[src/rtl/pksyl_pkg.sv]
package pksyl_pkg;
   typedef enum logic [2:0] {
      ST_FETCH,
      ST_DECODE,
      ST_ISSUE,
      ST_HALT,
      ST_ILLEGAL
   } seq_state_e;

   typedef enum logic [1:0] {
      FMT_IMM,
      FMT_RSVD,
      FMT_SYL
   } word_fmt_e;
endpackage

[src/rtl/pksyl_decode.sv]
module pksyl_decode
   import pksyl_pkg::*;
#(
   parameter int WORD_W = 32
) (
   input  logic [WORD_W-1:0] word,
   output word_fmt_e         fmt,
   output logic [WORD_W-1:0] imm_val
);
   always_comb begin
      if (word[WORD_W-1])      fmt = FMT_IMM;
      else if (word[WORD_W-2]) fmt = FMT_RSVD;
      else                     fmt = FMT_SYL;
   end

   // immediate payload moves up one place, bit 0 filled with zero
   assign imm_val = {word[WORD_W-2:0], 1'b0};
endmodule

[src/rtl/pksyl_pick.sv]
module pksyl_pick #(
   parameter int SYL_W = 6,
   parameter int NSYL  = 5,
   parameter int IDX_W = 3
) (
   input  logic [NSYL*SYL_W-1:0] payload,
   input  logic [IDX_W-1:0]      idx,
   output logic [SYL_W-1:0]      syl
);
   logic [SYL_W-1:0] slots [NSYL];

   // slot 0 is the most significant field: first to execute
   for (genvar i = 0; i < NSYL; i++) begin : g_slot
      assign slots[i] = payload[(NSYL-i)*SYL_W-1 -: SYL_W];
   end

   always_comb begin
      syl = '0;
      for (int j = 0; j < NSYL; j++) begin
         if (idx == IDX_W'(j)) syl = slots[j];
      end
   end
endmodule

[src/rtl/pksyl_sequencer.sv]
module pksyl_sequencer
   import pksyl_pkg::*;
#(
   parameter int               AW        = 32,
   parameter int               WORD_W    = 32,
   parameter int               SYL_W     = 6,
   parameter int               NSYL      = 5,
   parameter logic [AW-1:0]    RESET_PC  = '0,
   parameter logic [SYL_W-1:0] HALT_CODE = '0,
   localparam int              IDX_W     = (NSYL > 1) ? $clog2(NSYL) : 1
) (
   input  logic              clk,
   input  logic              rst_n,
   output logic              mem_req,
   output logic [AW-1:0]     mem_addr,
   input  logic [WORD_W-1:0] mem_rdata,
   output logic              op_valid,
   input  logic              op_ready,
   output logic              op_is_imm,
   output logic [WORD_W-1:0] op_data,
   input  logic              redir_valid,
   input  logic [AW-1:0]     redir_addr,
   output logic [AW-1:0]     pc,
   output logic [IDX_W-1:0]  sc,
   output logic              illegal,
   output logic              halted
);
   localparam int              PAY_W = NSYL * SYL_W;
   localparam int              STEP  = WORD_W / 8;
   localparam logic [IDX_W-1:0] LAST = IDX_W'(NSYL - 1);

   if (WORD_W != PAY_W + 2) begin : g_bad_pack
      $error("WORD_W must equal NSYL*SYL_W + 2");
   end
   if (WORD_W % 8 != 0) begin : g_bad_word
      $error("WORD_W must be a whole number of bytes");
   end
   if (AW < 3) begin : g_bad_aw
      $error("AW too small");
   end

   seq_state_e        state;
   logic [AW-1:0]     cur_addr;
   logic [WORD_W-1:0] word_q;
   logic              imm_q;
   logic [IDX_W-1:0]  idx;

   word_fmt_e         fmt;
   logic [WORD_W-1:0] imm_val;
   logic [SYL_W-1:0]  cur_syl;
   logic [IDX_W-1:0]  sc_next;
   logic              show_next;

   pksyl_decode #(.WORD_W(WORD_W)) u_decode (
      .word    (mem_rdata),
      .fmt     (fmt),
      .imm_val (imm_val)
   );

   pksyl_pick #(.SYL_W(SYL_W), .NSYL(NSYL), .IDX_W(IDX_W)) u_pick (
      .payload (word_q[PAY_W-1:0]),
      .idx     (idx),
      .syl     (cur_syl)
   );

   always_ff @(posedge clk) begin
      if (!rst_n) begin
         state    <= ST_FETCH;
         cur_addr <= RESET_PC;
         word_q   <= '0;
         imm_q    <= 1'b0;
         idx      <= '0;
      end else begin
         case (state)
            ST_FETCH: begin
               if (redir_valid) cur_addr <= redir_addr;
               else             state    <= ST_DECODE;
            end
            ST_DECODE: begin
               idx <= '0;
               if (redir_valid) begin
                  cur_addr <= redir_addr;
                  state    <= ST_FETCH;
               end else begin
                  case (fmt)
                     FMT_IMM: begin
                        word_q <= imm_val;
                        imm_q  <= 1'b1;
                        state  <= ST_ISSUE;
                     end
                     FMT_SYL: begin
                        word_q <= mem_rdata;
                        imm_q  <= 1'b0;
                        state  <= ST_ISSUE;
                     end
                     default: state <= ST_ILLEGAL;
                  endcase
               end
            end
            ST_ISSUE: begin
               if (redir_valid) begin
                  cur_addr <= redir_addr;
                  idx      <= '0;
                  state    <= ST_FETCH;
               end else if (op_ready) begin
                  if (!imm_q && cur_syl == HALT_CODE) begin
                     state <= ST_HALT;
                  end else if (imm_q || idx == LAST) begin
                     cur_addr <= cur_addr + AW'(STEP);
                     idx      <= '0;
                     state    <= ST_FETCH;
                  end else begin
                     idx <= idx + 1'b1;
                  end
               end
            end
            ST_HALT, ST_ILLEGAL: state <= state;
            default: state <= ST_FETCH;
         endcase
      end
   end

   assign sc_next   = (idx == LAST) ? '0 : idx + 1'b1;
   assign show_next = (state == ST_ISSUE) || (state == ST_HALT);

   assign mem_req   = (state == ST_FETCH);
   assign mem_addr  = cur_addr;
   assign op_valid  = (state == ST_ISSUE);
   assign op_is_imm = imm_q;
   assign op_data   = imm_q ? word_q : WORD_W'(cur_syl);
   assign pc        = show_next ? cur_addr + AW'(STEP) : cur_addr;
   assign sc        = (show_next && !imm_q) ? sc_next : '0;
   assign illegal   = (state == ST_ILLEGAL);
   assign halted    = (state == ST_HALT);
endmodule

[config.mk]
export PLATFORM = sky130hd
export DESIGN_NAME = pksyl_sequencer
export DESIGN_NICKNAME = d
export VERILOG_FILES = /design/src/rtl/pksyl_pkg.sv /design/src/rtl/pksyl_decode.sv /design/src/rtl/pksyl_pick.sv /design/src/rtl/pksyl_sequencer.sv
export SDC_FILE = /design/constraint.sdc
export NUM_CORES = 1
export LEC_CHECK = 0
export BUFFER_PORTS_ARGS = -buffer_cell sky130_fd_sc_hd__clkbuf_2
export CORE_MARGIN = 2
export CORE_UTILIZATION = 52
export DETAILED_ROUTE_END_ITERATION = 8
export PLACE_DENSITY = 0.84
export SLEW_MARGIN = 40
export SYNTH_ARGS = -nofsm -noshare
export SYNTH_HDL_FRONTEND = slang
export SYNTH_HIERARCHICAL = 1
export SYNTH_SLANG_ARGS = --single-unit
export TNS_END_PERCENT = 20
[constraint.sdc]
create_clock -name clk -period 2.6 [get_ports clk]
set_input_delay 0.13 -clock clk [delete_from_list [all_inputs] [get_ports clk]]
set_output_delay 0.13 -clock clk [all_outputs]
set_load 0.02 [all_outputs]
* Word-level counts from Yosys, hierarchy flattened
Index checks and enable logic that the tools add are counted.
** Cells by class
- Add/subtract/negate cells :: 2
- Bitwise logic cells :: 2
- Multiplexer cells :: 32
- Reductions and logical operators :: 19
- Equal/unequal tests :: 15
** Operators by type and width (count)
- two-way mux 32 bit :: 7
- one-hot mux 32 bit (2 select lines) :: 2
- two-way mux 3 bit :: 13
- adder 32 x 3 -> 32 bit, second input constant :: 1
- two-way mux 6 bit :: 5
- equality test 3 x 2 -> 1 bit, second input constant :: 4
- one-hot mux 3 bit (4 select lines) :: 1
- equality test 3 x 1 -> 1 bit, second input constant :: 2
- equality test 3 bit, second input constant :: 2
- zero test 3 bit :: 2
- zero test 6 bit :: 1
- != test 3 x 1 -> 1 bit, second input constant :: 2
- one-hot mux 3 bit (2 select lines) :: 1
- AND reduction 3 bit :: 2
- nonzero test 2 bit :: 3
- OR reduction 2 bit :: 3
- AND reduction 5 bit :: 1
- two-way mux 2 bit :: 2
- != test 4 x 1 -> 1 bit, second input constant :: 1
- AND reduction 4 bit :: 1
- adder 3 x 1 -> 3 bit, second input constant :: 1
- != test 3 bit, second input constant :: 1
- equality test 2 bit, second input constant :: 1
- logical AND 1 bit :: 2
- other kinds (7) :: 9
** Word-level totals
- Output and inout port bits :: 104
- Bits of input ports :: 68
- Bits in registers :: 71
- Logic and storage cells :: 75

* Logic depth before layout (Yosys ltp)
- Word-level depth :: 12
- Gate-level depth with buffers :: 11
- Gate-level depth less buffers :: 8

* By module
Netlist, hierarchy kept.
** By module, submodules not included
- pksyl_sequencer :: cells an instance 603, area an instance 4667.0 um^2, times used 1
- pksyl_pick :: cells an instance 33, area an instance 285.3 um^2, times used 1
- pksyl_decode :: cells an instance 35, area an instance 261.5 um^2, times used 1

* Least setup slack after synthesis
Ideal clock, no wire load.
- Kind :: register to register
- Start :: register idx[0]
- End :: register cur_addr[20] (netlist: mem_addr[20])
- Path buffers :: 2
- Arrival :: 2.190 ns
- Stages on the path, launching flop included :: 11
- Period minus slack after synthesis :: 2.269 ns
- Required time :: 2.521 ns
- Slack :: 0.331 ns
- Path through :: dfxtp_1 > buf_6 > mux2_2 > a32oi_1 > o21ai_0 > nor4_1 > nand2_1 > o21ai_2 > clkbuf_1 > nand3_1 > o211ai_1
** Between the ends
- Cells in the longest elaborated chain, start to end :: 10
- Elaborated cells on any way between the ends :: 16
- Classes of those cells :: 6 x eq/ne; 5 x mux; 5 x reduce/logical
** Ends and longest elaborated chain
- start: declaration :: line pksyl_sequencer.sv:46 : logic [IDX_W-1:0] idx;
- start signal: assignment :: line pksyl_sequencer.sv:113 : idx <= idx + 1'b1;
- zero test 3 bit :: line pksyl_pick.sv:20 : if (idx == IDX_W'(j)) syl = slots[j];
- two-way mux 6 bit (4 in series) :: line pksyl_pick.sv:20
- two-way mux 6 bit (*) :: line pksyl_pick.sv:20
- named net cur_syl[5] :: line pksyl_sequencer.sv:50 : logic [SYL_W-1:0] cur_syl;
- zero test 6 bit (*) :: line pksyl_sequencer.sv:106 : if (!imm_q && cur_syl == HALT_CODE) begin
- logical AND 1 bit (*) :: line pksyl_sequencer.sv:106
- != test 3 bit (no line) (*)
- AND reduction 5 bit (no line) (*)
- end signal: assignment :: line pksyl_sequencer.sv:82 : cur_addr <= redir_addr;
- end signal: assignment :: line pksyl_sequencer.sv:102 : cur_addr <= redir_addr;
- end signal: assignment :: line pksyl_sequencer.sv:109 : cur_addr <= cur_addr + AW'(STEP);
- end: declaration :: line pksyl_sequencer.sv:43 : logic [AW-1:0] cur_addr;
Mark *: on every way through the listed nets, which the timed path passes. The rest lies on a longest branch.
A chain may end at the register's enable or synchronous reset.

* Final worst setup path
- Start :: register cur_addr[17] (netlist: mem_addr[17])
- End :: output port pc[30]
** Between the ends
- Cells in the longest elaborated chain, start to end :: 2
** Ends and longest elaborated chain
- start signal: assignment :: line pksyl_sequencer.sv:76 : if (redir_valid) cur_addr <= redir_addr;
- start signal: assignment :: line pksyl_sequencer.sv:82
- start signal: assignment :: line pksyl_sequencer.sv:102
- adder 32 x 3 -> 32 bit :: line pksyl_sequencer.sv:131 : assign pc = show_next ? cur_addr + AW'(STEP) : cur_addr;
- two-way mux 32 bit :: line pksyl_sequencer.sv:131
- end: declaration :: line pksyl_sequencer.sv:23 : output logic [AW-1:0] pc,
Every way passes these cells.

==> summary.md <==
| Metric | Value |
|---|---|
| Crit Path Class | flip-flop to output pin |
| EDFF count, synth | 0 |
| Layout Skew | 7.60 ps |
| Fin crit share | around 96% |
| Setup violations, final | 0 |
| Synth area leaders | dfxtp_1 27%, mux2i_1 7.5%, buf_4 5.6%, nor2_1 5.3%, a211oi_1 4.9% |
| DRT antenna net count | 0 |
| CTS tree | done |
| Setup ws final | 107 ps |
| Synth-to-layout area growth | 19.6% |
| Fill count | 834 |
| Crit path time final | 2490 ps |
| Sw frac | 33.9% |
| Post-synth top area share | 27.3% |
| Critical Path Start Type | flip-flop |
| Worst VDD drop | 318 uV |
| Clock network power share | 31.4% |
| Status | complete, no violations |
| Num CTS Buffers | 9 |
| Nature of the critical path endpoint | output pin |
| Detailed-router iteration count before antenna repair | 5 |
| Number of distinct library cells after synthesis | 71 |
| Congestion Overflow GR | 0 |
| # diodes | 0 |
| DRC | 0 |
| Vias per std cell | 5.88 |
| Cells after Synth | 671 |
| # IOs | 172 |
| Area used by multi-input combinational logic | 0.00329 sq mm |
| Type of the worst min-delay path | primary input to flip-flop |
| Die W | 104 um |
| Port bufs | approximately 170 |
| Initial core utilization | 53.3% |
| Synthesized net count | about 740 |
| Comb pwr share | 23.8% |
| Largest net degree at the start of global routing | 67 |
| WP data required | 2470 ps |
| Die area | 0.0108 sq mm |
| DR iter-0 viols | ~400 |
| Seq/Total Area, Yosys | 27.3% |
| Cell internal pwr | 1.86 mW |
| Clock Latency Late Sink | 350 ps |
| Max Clk Rate | 0.401 GHz |
| DR WL met2 | 7450 um |
| Layout cells sized above 1 | 33.5% |
| Fin. Hold Viols | 0 |
| H-tree levels | 3 |
| Post-layout util | between 60% and 70% |
| Pre-CTS setup slack | 37.9 ps |
| Switch Pwr | 0.955 mW |
| Crit path DAT | between 2000 and 2500 ps |
| M1 WL | 6260 um |
| Vias in the first global route | roughly 5200 |
| Static Leak | 2.71 nW |
| Relative slew slack | 59.7% |
| CTS Root Cell | clkbuf_8 |
| Area of the core | 0.00977 sq mm |
| Max clock buf depth | 2 |
| Overall global routing resource usage | 27.4% |
| Top_reg_cell synth | dfxtp_1 |
| Cell Pwr Density | around 450 mW/mm^2 |
| Sequential Power Share | between 40% and 50% |
| Die Height | 104 um |
| Post-synth ARST share | 0% |
| CTS clock-pin slew for the worst setup and hold paths | roughly 80 ps |
| MaxCap Viol Count | 0 |
| Core Rows | 36 |
| Clk sinks | 71 |
| Synth warn | 6 |
| Synth Area per Inst | around 8 sq um |
| # nets final | 865 |
| Top Layer Used | met4 |
| Slew Viols, Final | 0 |
| Metal3 WL | ~1100 um |
| Hpwl dp | roughly 11000 um |
| Vias post-DR | 5483 |
| Slew @ Worst Pin | 604 ps |
| Final Total Pwr | ~2.8 mW |
| Setup TNS Final | 0 ps |
| Sequential Area | 0.00143 sq mm |
| Antenna violations before repair | 0 |
| First-pass GRT wire length | 24700 um |
| DR WL/cell | about 16 um |
| Max FO, Critical Path | 7 |
| Area leader, netlist | dfxtp_1 |
| Post-Syn Area | ~0.0052 sq mm |
| Final GP Congestion | 0.973 |
| Post-Route WL | 15300 um |
| Yosys reg bits | 71 |
| RSZ-0062 raised after global routing | yes |
-- synthesized netlist by cell type (all sizes together) (15+ instances only) --
master  instances
nand3          21
a21oi          45
nand2          59
o21ai          22
and2           28
a211oi         35
mux2i          39
nor2           73
clkbuf         32
nor3           21
xor2           19
buf            60
dfxtp          71
nand4          15
-- critical path: stages, from the launching register on --
cell      delay, ps
dfxtp_1         500
nand4_2         240
or3_4           480
nor3_2          270
nand4_1         170
xnor2_1         160
clkbuf_2        190
-- routing by layer --
layer / global-route usage, % / vias to the layer above
met3: 4.76 / 55
met2: 47.1 / 274
met5: 0 / -
met1: 33.5 / 2521
met4: 12.1 / 0
li1: - / 2633
-- power groups by stage --
| stage | Combinational, mW | Clock [mW] | Sequential (mW) |
|---|---|---|---|
| 3_3_place_gp | 0.633 | 0 | 1.28 |
| 3_5_place_dp | 0.656 | 0 | 1.28 |
| 4_1_cts | 0.661 | 0.893 | 1.25 |
| 5_1_grt | 0.722 | 0.939 | 1.27 |
| 2_1_floorplan | 0.440 | 0 | 1.29 |
| 6_report | 0.670 | 0.886 | 1.26 |
-- kinds of logic (layout without fill, tap and decap cells) --
kind of cell,Yosys count,after routing,share of synthesized area [%]
adders and majority gates,3,3,0.720
muxes,48,48,9.43
other,1,1,0.0719
and+or+nand+nor,254,254,25.6
DFF,71,71,27.3
AOI/OAI and AO/OA,163,163,21.1
xor gates and xnor gates,29,29,4.87
buffers and inverters,102,230,10.9
-- worst paths after layout --
path / start / endpoint / slack [ps] / cells after the start
max: mem_addr[17] / pc[30] / 110 / 6
min reg2reg: mem_addr[1] / mem_addr[1] / 480 / 2
max reg2reg: idx[0] / mem_addr[5] / 150 / 10
min: redir_addr[1] / mem_addr[1] / 30 / 3
-- metrics by stage --
| stage | cells | cell area [sq um] | hold WS (ps) |
|---|---|---|---|
| floorplan | 671 | 5210 | 290 |
| global placement | 908 | 5910 | 382 |
| detailed placement | 908 | 5910 | 397 |
| CTS | 924 | 6120 | 16.1 |
| global route | 932 | 6230 | 39.2 |
| finish | 932 | 6230 | 27.7 |
-- state kept, by name, summed over array words and instances (netlist names) --
signal	flops
idx	3
op_is_imm	1
mem_addr	32
word_q	32
state	3
-- cells in the final DEF, fill, tap and decap left out, types with 27 or more instances in the layout --
cell type,instances
clkbuf_2,171
and2_1,27
dfxtp_1,62
a211oi_1,34
buf_4,31
mux2i_1,39
nor2_1,73
a21oi_1,45
nand2_1,57
-- final cells by class --
class	count	share of cell area, %
inverter	10	0.602
sequential	71	23.0
tap	133	2.67
multi-input combinational	498	52.8
timing repair buffer	204	17.8
clock inverter	7	1.14
clock buffer	9	1.99
-- repair_timing --
action,in CTS,in global routing
hold buffers,0,0
buffers inserted,0,8
endpoints found under the setup margin,2,44
resized for setup,2,21
hold endpoints to repair,0,0
pin swaps,1,5
Power figures use the tool's default switching activity.
